===== config.mk =====
export PLATFORM = sky130hd
export DESIGN_NAME = remap_bind_unit
export DESIGN_NICKNAME = d
export VERILOG_FILES = /design/src/rtl/rbu_pkg.sv /design/src/rtl/rbu_shape_fmt.sv /design/src/rtl/rbu_seq.sv /design/src/rtl/rbu_shape_bank.sv /design/src/rtl/remap_bind_unit.sv
export SDC_FILE = /design/constraint.sdc
export NUM_CORES = 1
export LEC_CHECK = 0
export ABC_CLOCK_PERIOD_IN_PS = 19460
export CAP_MARGIN = 0
export CORE_AREA = 8 8 139 206
export DETAILED_ROUTE_END_ITERATION = 12
export DIE_AREA = 0 0 147 214
export MAX_ROUTING_LAYER = met4
export SLEW_MARGIN = 20
export SYNTH_ARGS = -nofsm -noshare
export SYNTH_HDL_FRONTEND = slang
export SYNTH_SLANG_ARGS = --single-unit
export TNS_END_PERCENT = 30

===== constraint.sdc =====
create_clock -name clk -period 19.46 [get_ports clk]
set_input_delay 3.892 -clock clk [delete_from_list [all_inputs] [get_ports clk]]
set_output_delay 3.892 -clock clk [all_outputs]
set_load 0.02 [all_outputs]

===== src/rtl/rbu_pkg.sv =====
package rbu_pkg;

  localparam int SHAPE_W   = 32;
  localparam int DIM_FW    = 6;
  localparam int REG_FW    = 7;
  localparam int IDXREG_W  = 5;
  localparam int ELW_W     = 2;
  localparam int OFFS_W    = 7;
  localparam int Y_LIMIT   = 1 << DIM_FW;

  typedef struct packed {
    logic [OFFS_W-1:0]  offs;
    logic [ELW_W-1:0]   elw;
    logic               skip;
    logic [2:0]         order;
    logic [REG_FW-1:0]  base;
    logic [DIM_FW-1:0]  ysz;
    logic [DIM_FW-1:0]  xsz;
  } shape_t;

  localparam logic [2:0] ORDER_XY = 3'b110;
  localparam logic [2:0] ORDER_YX = 3'b111;

  typedef enum logic {
    SEQ_IDLE = 1'b0,
    SEQ_WALK = 1'b1
  } seq_state_t;

endpackage


===== src/rtl/rbu_shape_fmt.sv =====
module rbu_shape_fmt
  import rbu_pkg::*;
#(
  parameter int MAXVL_W = 7
) (
  input  logic [IDXREG_W-1:0] base_i,
  input  logic [4:0]          dim_i,
  input  logic                order2d_i,
  input  logic                skip_i,
  input  logic [ELW_W-1:0]    elw_i,
  input  logic [MAXVL_W-1:0]  maxvl_i,
  output logic [SHAPE_W-1:0]  word_o
);

  localparam int NW = MAXVL_W + 2;

  logic [NW-1:0] mv_eff;
  logic [NW-1:0] divisor;
  logic [NW-1:0] numer;
  logic [NW-1:0] quot;
  logic [NW-1:0] ydim;
  shape_t        shp;

  always_comb begin
    mv_eff  = (maxvl_i == '0) ? NW'(1) : NW'(maxvl_i);
    divisor = NW'(dim_i) + NW'(1);
    numer   = mv_eff + divisor - NW'(1);
    quot    = numer / divisor;
    if (quot > NW'(Y_LIMIT)) begin
      ydim = NW'(Y_LIMIT);
    end else begin
      ydim = quot;
    end

    shp.offs  = '0;
    shp.elw   = elw_i;
    shp.skip  = skip_i;
    shp.order = order2d_i ? ORDER_YX : ORDER_XY;
    shp.base  = {base_i, 2'b00};
    shp.xsz   = DIM_FW'(dim_i);
    if (order2d_i && !skip_i) begin
      shp.ysz = DIM_FW'(ydim - NW'(1));
    end else begin
      shp.ysz = '0;
    end
    word_o = shp;
  end

endmodule


===== src/rtl/rbu_seq.sv =====
module rbu_seq
  import rbu_pkg::*;
#(
  parameter int NUM_SLOTS = 5,
  localparam int IDX_W    = $clog2(NUM_SLOTS)
) (
  input  logic             clk,
  input  logic             rst_n,
  input  logic             req_valid_i,
  input  logic             mode_i,
  output logic             accept_o,
  output logic             step_o,
  output logic [IDX_W-1:0] step_idx_o,
  output logic             busy_o,
  output logic             done_o
);

  seq_state_t       state_q, state_n;
  logic [IDX_W-1:0] idx_q, idx_n;
  logic             mode_q, mode_n;
  logic             done_q, done_n;
  logic             last;

  assign accept_o   = req_valid_i && (state_q == SEQ_IDLE);
  assign step_o     = (state_q == SEQ_WALK);
  assign step_idx_o = idx_q;
  assign busy_o     = (state_q == SEQ_WALK);
  assign done_o     = done_q;

  always_comb begin
    state_n = state_q;
    idx_n   = idx_q;
    mode_n  = mode_q;
    done_n  = 1'b0;
    last    = mode_q || (idx_q == IDX_W'(NUM_SLOTS - 1));
    if (accept_o) begin
      state_n = SEQ_WALK;
      idx_n   = '0;
      mode_n  = mode_i;
    end else if (step_o) begin
      if (last) begin
        state_n = SEQ_IDLE;
        done_n  = 1'b1;
      end else begin
        idx_n = idx_q + IDX_W'(1);
      end
    end
  end

  always_ff @(posedge clk or negedge rst_n) begin
    if (!rst_n) begin
      state_q <= SEQ_IDLE;
      idx_q   <= '0;
      mode_q  <= 1'b0;
      done_q  <= 1'b0;
    end else begin
      state_q <= state_n;
      idx_q   <= idx_n;
      mode_q  <= mode_n;
      done_q  <= done_n;
    end
  end

endmodule


===== src/rtl/rbu_shape_bank.sv =====
module rbu_shape_bank
  import rbu_pkg::*;
#(
  parameter int NUM_SHAPES = 4,
  localparam int SEL_W     = $clog2(NUM_SHAPES)
) (
  input  logic                          clk,
  input  logic                          rst_n,
  input  logic                          clr_i,
  input  logic                          wr_en_i,
  input  logic [SEL_W-1:0]              wr_sel_i,
  input  logic [SHAPE_W-1:0]            wr_data_i,
  output logic [NUM_SHAPES*SHAPE_W-1:0] shapes_o
);

  for (genvar g = 0; g < NUM_SHAPES; g++) begin : g_entry
    logic [SHAPE_W-1:0] word_q, word_n;
    logic               ce;

    always_comb begin
      ce     = clr_i || (wr_en_i && (wr_sel_i == SEL_W'(g)));
      word_n = clr_i ? '0 : wr_data_i;
    end

    always_ff @(posedge clk or negedge rst_n) begin
      if (!rst_n) begin
        word_q <= '0;
      end else if (ce) begin
        word_q <= word_n;
      end
    end

    assign shapes_o[g*SHAPE_W +: SHAPE_W] = word_q;
  end

endmodule


===== src/rtl/remap_bind_unit.sv =====
module remap_bind_unit
  import rbu_pkg::*;
#(
  parameter int NUM_SHAPES = 4,
  parameter int NUM_SLOTS  = 5,
  parameter int MAXVL_W    = 7,
  localparam int SEL_W     = $clog2(NUM_SHAPES),
  localparam int IDX_W     = $clog2(NUM_SLOTS),
  localparam int SLOT_FW   = NUM_SLOTS - SEL_W
) (
  input  logic                          clk,
  input  logic                          rst_n,
  input  logic                          req_valid_i,
  input  logic                          mask_mode_i,
  input  logic [NUM_SLOTS-1:0]          mask_i,
  input  logic [IDXREG_W-1:0]           idx_base_i,
  input  logic [4:0]                    dim_i,
  input  logic                          order2d_i,
  input  logic                          skip_i,
  input  logic [ELW_W-1:0]              elw_i,
  input  logic [MAXVL_W-1:0]            maxvl_i,
  output logic                          busy_o,
  output logic                          done_o,
  output logic [NUM_SHAPES*SHAPE_W-1:0] shapes_o,
  output logic [NUM_SLOTS*SEL_W-1:0]    sel_o,
  output logic [NUM_SLOTS-1:0]          en_o,
  output logic                          persist_o
);

  logic             accept;
  logic             step;
  logic [IDX_W-1:0] step_idx;

  // latched request
  logic [NUM_SLOTS-1:0]  op_mask_q;
  logic                  op_mode_q;
  logic [IDXREG_W-1:0]   op_base_q;
  logic [4:0]            op_dim_q;
  logic                  op_ord_q;
  logic                  op_skip_q;
  logic [ELW_W-1:0]      op_elw_q;
  logic [MAXVL_W-1:0]    op_mv_q;

  // binding state
  logic [NUM_SLOTS-1:0][SEL_W-1:0] sel_q, sel_n;
  logic [NUM_SLOTS-1:0]            en_q, en_n;
  logic                            pers_q, pers_n;
  logic [SEL_W-1:0]                ptr_q, ptr_n;
  logic                            state_ce;

  logic                  bank_clr;
  logic                  bank_we;
  logic [SEL_W-1:0]      bank_sel;
  logic [SHAPE_W-1:0]    shape_word;
  logic [SLOT_FW-1:0]    tgt_slot;
  logic [SEL_W-1:0]      tgt_shape;

  rbu_seq #(.NUM_SLOTS(NUM_SLOTS)) u_seq (
    .clk        (clk),
    .rst_n      (rst_n),
    .req_valid_i(req_valid_i),
    .mode_i     (mask_mode_i),
    .accept_o   (accept),
    .step_o     (step),
    .step_idx_o (step_idx),
    .busy_o     (busy_o),
    .done_o     (done_o)
  );

  rbu_shape_fmt #(.MAXVL_W(MAXVL_W)) u_fmt (
    .base_i   (op_base_q),
    .dim_i    (op_dim_q),
    .order2d_i(op_ord_q),
    .skip_i   (op_skip_q),
    .elw_i    (op_elw_q),
    .maxvl_i  (op_mv_q),
    .word_o   (shape_word)
  );

  rbu_shape_bank #(.NUM_SHAPES(NUM_SHAPES)) u_bank (
    .clk      (clk),
    .rst_n    (rst_n),
    .clr_i    (bank_clr),
    .wr_en_i  (bank_we),
    .wr_sel_i (bank_sel),
    .wr_data_i(shape_word),
    .shapes_o (shapes_o)
  );

  // operand capture
  always_ff @(posedge clk or negedge rst_n) begin
    if (!rst_n) begin
      op_mask_q <= '0;
      op_mode_q <= 1'b0;
      op_base_q <= '0;
      op_dim_q  <= '0;
      op_ord_q  <= 1'b0;
      op_skip_q <= 1'b0;
      op_elw_q  <= '0;
      op_mv_q   <= '0;
    end else if (accept) begin
      op_mask_q <= mask_i;
      op_mode_q <= mask_mode_i;
      op_base_q <= idx_base_i;
      op_dim_q  <= dim_i;
      op_ord_q  <= order2d_i;
      op_skip_q <= skip_i;
      op_elw_q  <= elw_i;
      op_mv_q   <= maxvl_i;
    end
  end

  assign tgt_slot  = op_mask_q[NUM_SLOTS-1:SEL_W];
  assign tgt_shape = op_mask_q[SEL_W-1:0];

  // next binding state
  always_comb begin
    sel_n    = sel_q;
    en_n     = en_q;
    pers_n   = pers_q;
    ptr_n    = ptr_q;
    bank_clr = 1'b0;
    bank_we  = 1'b0;
    bank_sel = '0;
    if (accept && !mask_mode_i) begin
      bank_clr = 1'b1;
      sel_n    = '0;
      en_n     = mask_i;
      pers_n   = 1'b0;
      ptr_n    = '0;
    end else if (step) begin
      if (!op_mode_q) begin
        if (op_mask_q[step_idx]) begin
          bank_we         = 1'b1;
          bank_sel        = ptr_q;
          sel_n[step_idx] = ptr_q;
          ptr_n           = ptr_q + SEL_W'(1);
        end
      end else begin
        bank_we  = 1'b1;
        bank_sel = tgt_shape;
        pers_n   = 1'b1;
        if (int'(tgt_slot) < NUM_SLOTS) begin
          sel_n[IDX_W'(tgt_slot)] = tgt_shape;
          en_n[IDX_W'(tgt_slot)]  = 1'b1;
        end
      end
    end
  end

  assign state_ce = accept || step;

  always_ff @(posedge clk or negedge rst_n) begin
    if (!rst_n) begin
      sel_q  <= '0;
      en_q   <= '0;
      pers_q <= 1'b0;
      ptr_q  <= '0;
    end else if (state_ce) begin
      sel_q  <= sel_n;
      en_q   <= en_n;
      pers_q <= pers_n;
      ptr_q  <= ptr_n;
    end
  end

  assign sel_o     = sel_q;
  assign en_o      = en_q;
  assign persist_o = pers_q;

endmodule


==> results.ini <==
[global_routing]
track_usage_pct=16.2
antenna_found_initial=0
grt_pass1_wl_um=40000
grt_max_degree=76
grt_pass1_vias=7386
gr-total-overflow=0

[timing]
final_hold_viol_count=0
finalSetupTns_ns=0
period_needed_ns=17.83
slew_viol_final=0
slew_headroom_pct=31.7
finalClockSkew_ns=0.00881
setup_ws_ns=1.63
worst_pin_slew_ns=1.02
setup_viol=0
rsz0062_at_grt=no
final.period_utilization_pct=91.6
clock.fmax_mhz=56.1

[route]
drt-pass1-iter-count=5
drtIter0Drc=334
vias=7208
via_per_inst=5.09
drc=0
wl_per_cell_um=17.6
ant_nets=0
wl_um=24900

[clock_tree]
cts-root-buf=clkbuf_16
h-tree-depth=4
clk_latency_ns=0.42
cts.sink_count=134
cts_resized=0
cts_buffers=17
hold_buffers=0
clk_path_buf_depth=2
path_clk_slew_ns=0.06
cts_tree=yes
cts_setup_buffers=0

[layout]
drive_gt1_share_pct=9.23
nets=1158
areaGrowthSynthToFinish_pct=22.9
nFillCells=2545
final_cell_mix=dfrtp_1 (134), clkdlybuf4s50_1 (134), nand2_1 (128)
diodes=0

[floorplan]
rows=72
core_area_um2=25600
die-height_um=214
start_util_pct=34.6
dieWidth_um=147
ioPinCount=176
die-area_um2=31500

[logic_synthesis]
async_reset_ff_share_pct=100
syn_area_um2=8850
ys_seq_elements=134
yosysUniqueCellTypes=85
yosysWarnings=0
seq_area_frac_synth_pct=37.9
avgSynthCellArea_um2=9.30
synthCells=952
synthFlopType=dfrtp_1
synth_edf_count=0

[critical_path]
r2r-start=op_dim_q[0]$_DFFE_PN0P_
cp_max_fo=17
crit_path_frequent_cell=ha_1
cp_top_family=compound AO/OA/AOI/OAI gates
path_buf_inv=1
r2r_slack_ns=1.63
cp_slowest_cell=dfrtp_1
critical-path-max-stage-delay_ns=0.81
r2r-end=u_bank.g_entry[2].word_q[10]$_DFFE_PN0P_
worstPathArrival_ns=18.19
worstSetupEndpointType=register
critical_path_class=reg -> reg
crit_path_start_kind=register
worstPathRequired_ns=19.82
reg2reg_depth=72

[flow_run]
cap_violations=0

[status]
status=finished clean

[placed_design]
routabilityCongestion=0.843
dp_hpwl_um=18500
pre_cts_ws_ns=1.62
port-buffer-count=135

[hold_path]
hold_class=reg -> reg
hold_start=u_bank.g_entry[2].word_q[7]$_DFFE_PN0P_
min_to=u_bank.g_entry[2].word_q[7]$_DFFE_PN0P_
hold_depth=2

## cell type report
type                            instances  area, um^2  share of cell area, %
Multi-Input combinational cell        736        5000                   45.9
Sequential cell                       134        3350                   30.8
Timing Repair Buffer                  139        1380                   12.7
Clock buffer                           19         443                   4.07
Tap cell                              333         417                   3.83
Inverter                               43         161                   1.48
Clock inverter                         13         124                   1.14
## stage by stage
step	instance area [um^2]	util [%]	hold WS (ns)	cells
2_1_floorplan	9000	-	0.446	991
3_3_place_gp	10300	40.3	0.460	1385
3_5_place_dp	10300	40.3	0.471	1385
4_1_cts	10900	42.5	0.485	1417
5_1_grt	10900	42.5	0.500	1417
6_report	10900	42.5	0.483	1417
## registers in the layout (all words and copies together), names as in the netlist
signal	count
u_bank.g_entry.word_q	84
sel_o	10
op_mv_q	7
en_o	5
op_base_q	5
op_dim_q	5
op_mask_q	5
u_seq.step_idx_o	3
op_elw_q	2
ptr_q	2
op_ord_q	1
op_skip_q	1
persist_o	1
u_seq.busy_o	1
u_seq.done_o	1
u_seq.mode_q	1
## worst max path at each step
stage,startpoint,endpoint,cells after the start
final,op_dim_q[0]$_DFFE_PN0P_,u_bank.g_entry[2].word_q[10]$_DFFE_PN0P_,72
after global routing,op_dim_q[0]$_DFFE_PN0P_,u_bank.g_entry[2].word_q[10]$_DFFE_PN0P_,71
after CTS,op_dim_q[0]$_DFFE_PN0P_,u_bank.g_entry[2].word_q[10]$_DFFE_PN0P_,71
after detailed placement,op_dim_q[0]$_DFFE_PN0P_,u_bank.g_entry[2].word_q[10]$_DFFE_PN0P_,71
after global placement,op_dim_q[0]$_DFFE_PN0P_,u_bank.g_entry[0].word_q[10]$_DFFE_PN0P_,71
after floorplan,op_dim_q[0]$_DFFE_PN0P_,u_bank.g_entry[0].word_q[10]$_DFFE_PN0P_,74
## per-layer routing
| layer | GRT usage [%] | part of all wire, % |
|---|---|---|
| met1 | 17.0 | 40 |
| met2 | 29.9 | 55 |
| met3 | 3.04 | 3.8 |
| met4 | 5.39 | 1.7 |
| met5 | - | 0 |
## synthesized netlist by cell type, types with 10 or more instances
cell / n / area [um^2]
dfrtp_1: 134 / 3350
nand2_1: 128 / 480
nor2_1: 92 / 345
mux2i_1: 63 / 631
ha_1: 56 / 701
a21oi_1: 48 / 240
buf_4: 46 / 345
o21ai_0: 45 / 225
inv_1: 41 / 154
mux2_2: 21 / 236
clkbuf_1: 20 / 75.1
nor3_1: 19 / 95.1
nand3_1: 18 / 90.1
nor2b_1: 14 / 87.6
o21a_1: 14 / 105
xnor2_1: 13 / 114
xor2_1: 12 / 105
a21o_1: 10 / 75.1
a22o_1: 10 / 87.6
## worst min-delay path: cells and delay by family (launching register included)
family,cells,cell delay [ns]
flops,1,0.34
simple gates,1,0.05
compound gates,1,0.06
## cells by family (layout without fill, tap and decap cells)
family                   Yosys count  count (layout)  share of synthesized area [%]
AND/OR/NAND/NOR                  327             327                           17.3
AO/OA/AOI/OAI                    200             200                           16.4
flip-flops                       134             134                           37.9
buffers and inverters            121             214                           7.49
multiplexers                      86              86                           10.2
adder cells (fa/ha/maj)           58              58                           8.25
XOR/XNOR                          25              25                           2.47
other                              1              40                         0.0424
Power is not shown: default switching activity piles up to over one toggle a cycle in this logic, so the estimate is an artifact.
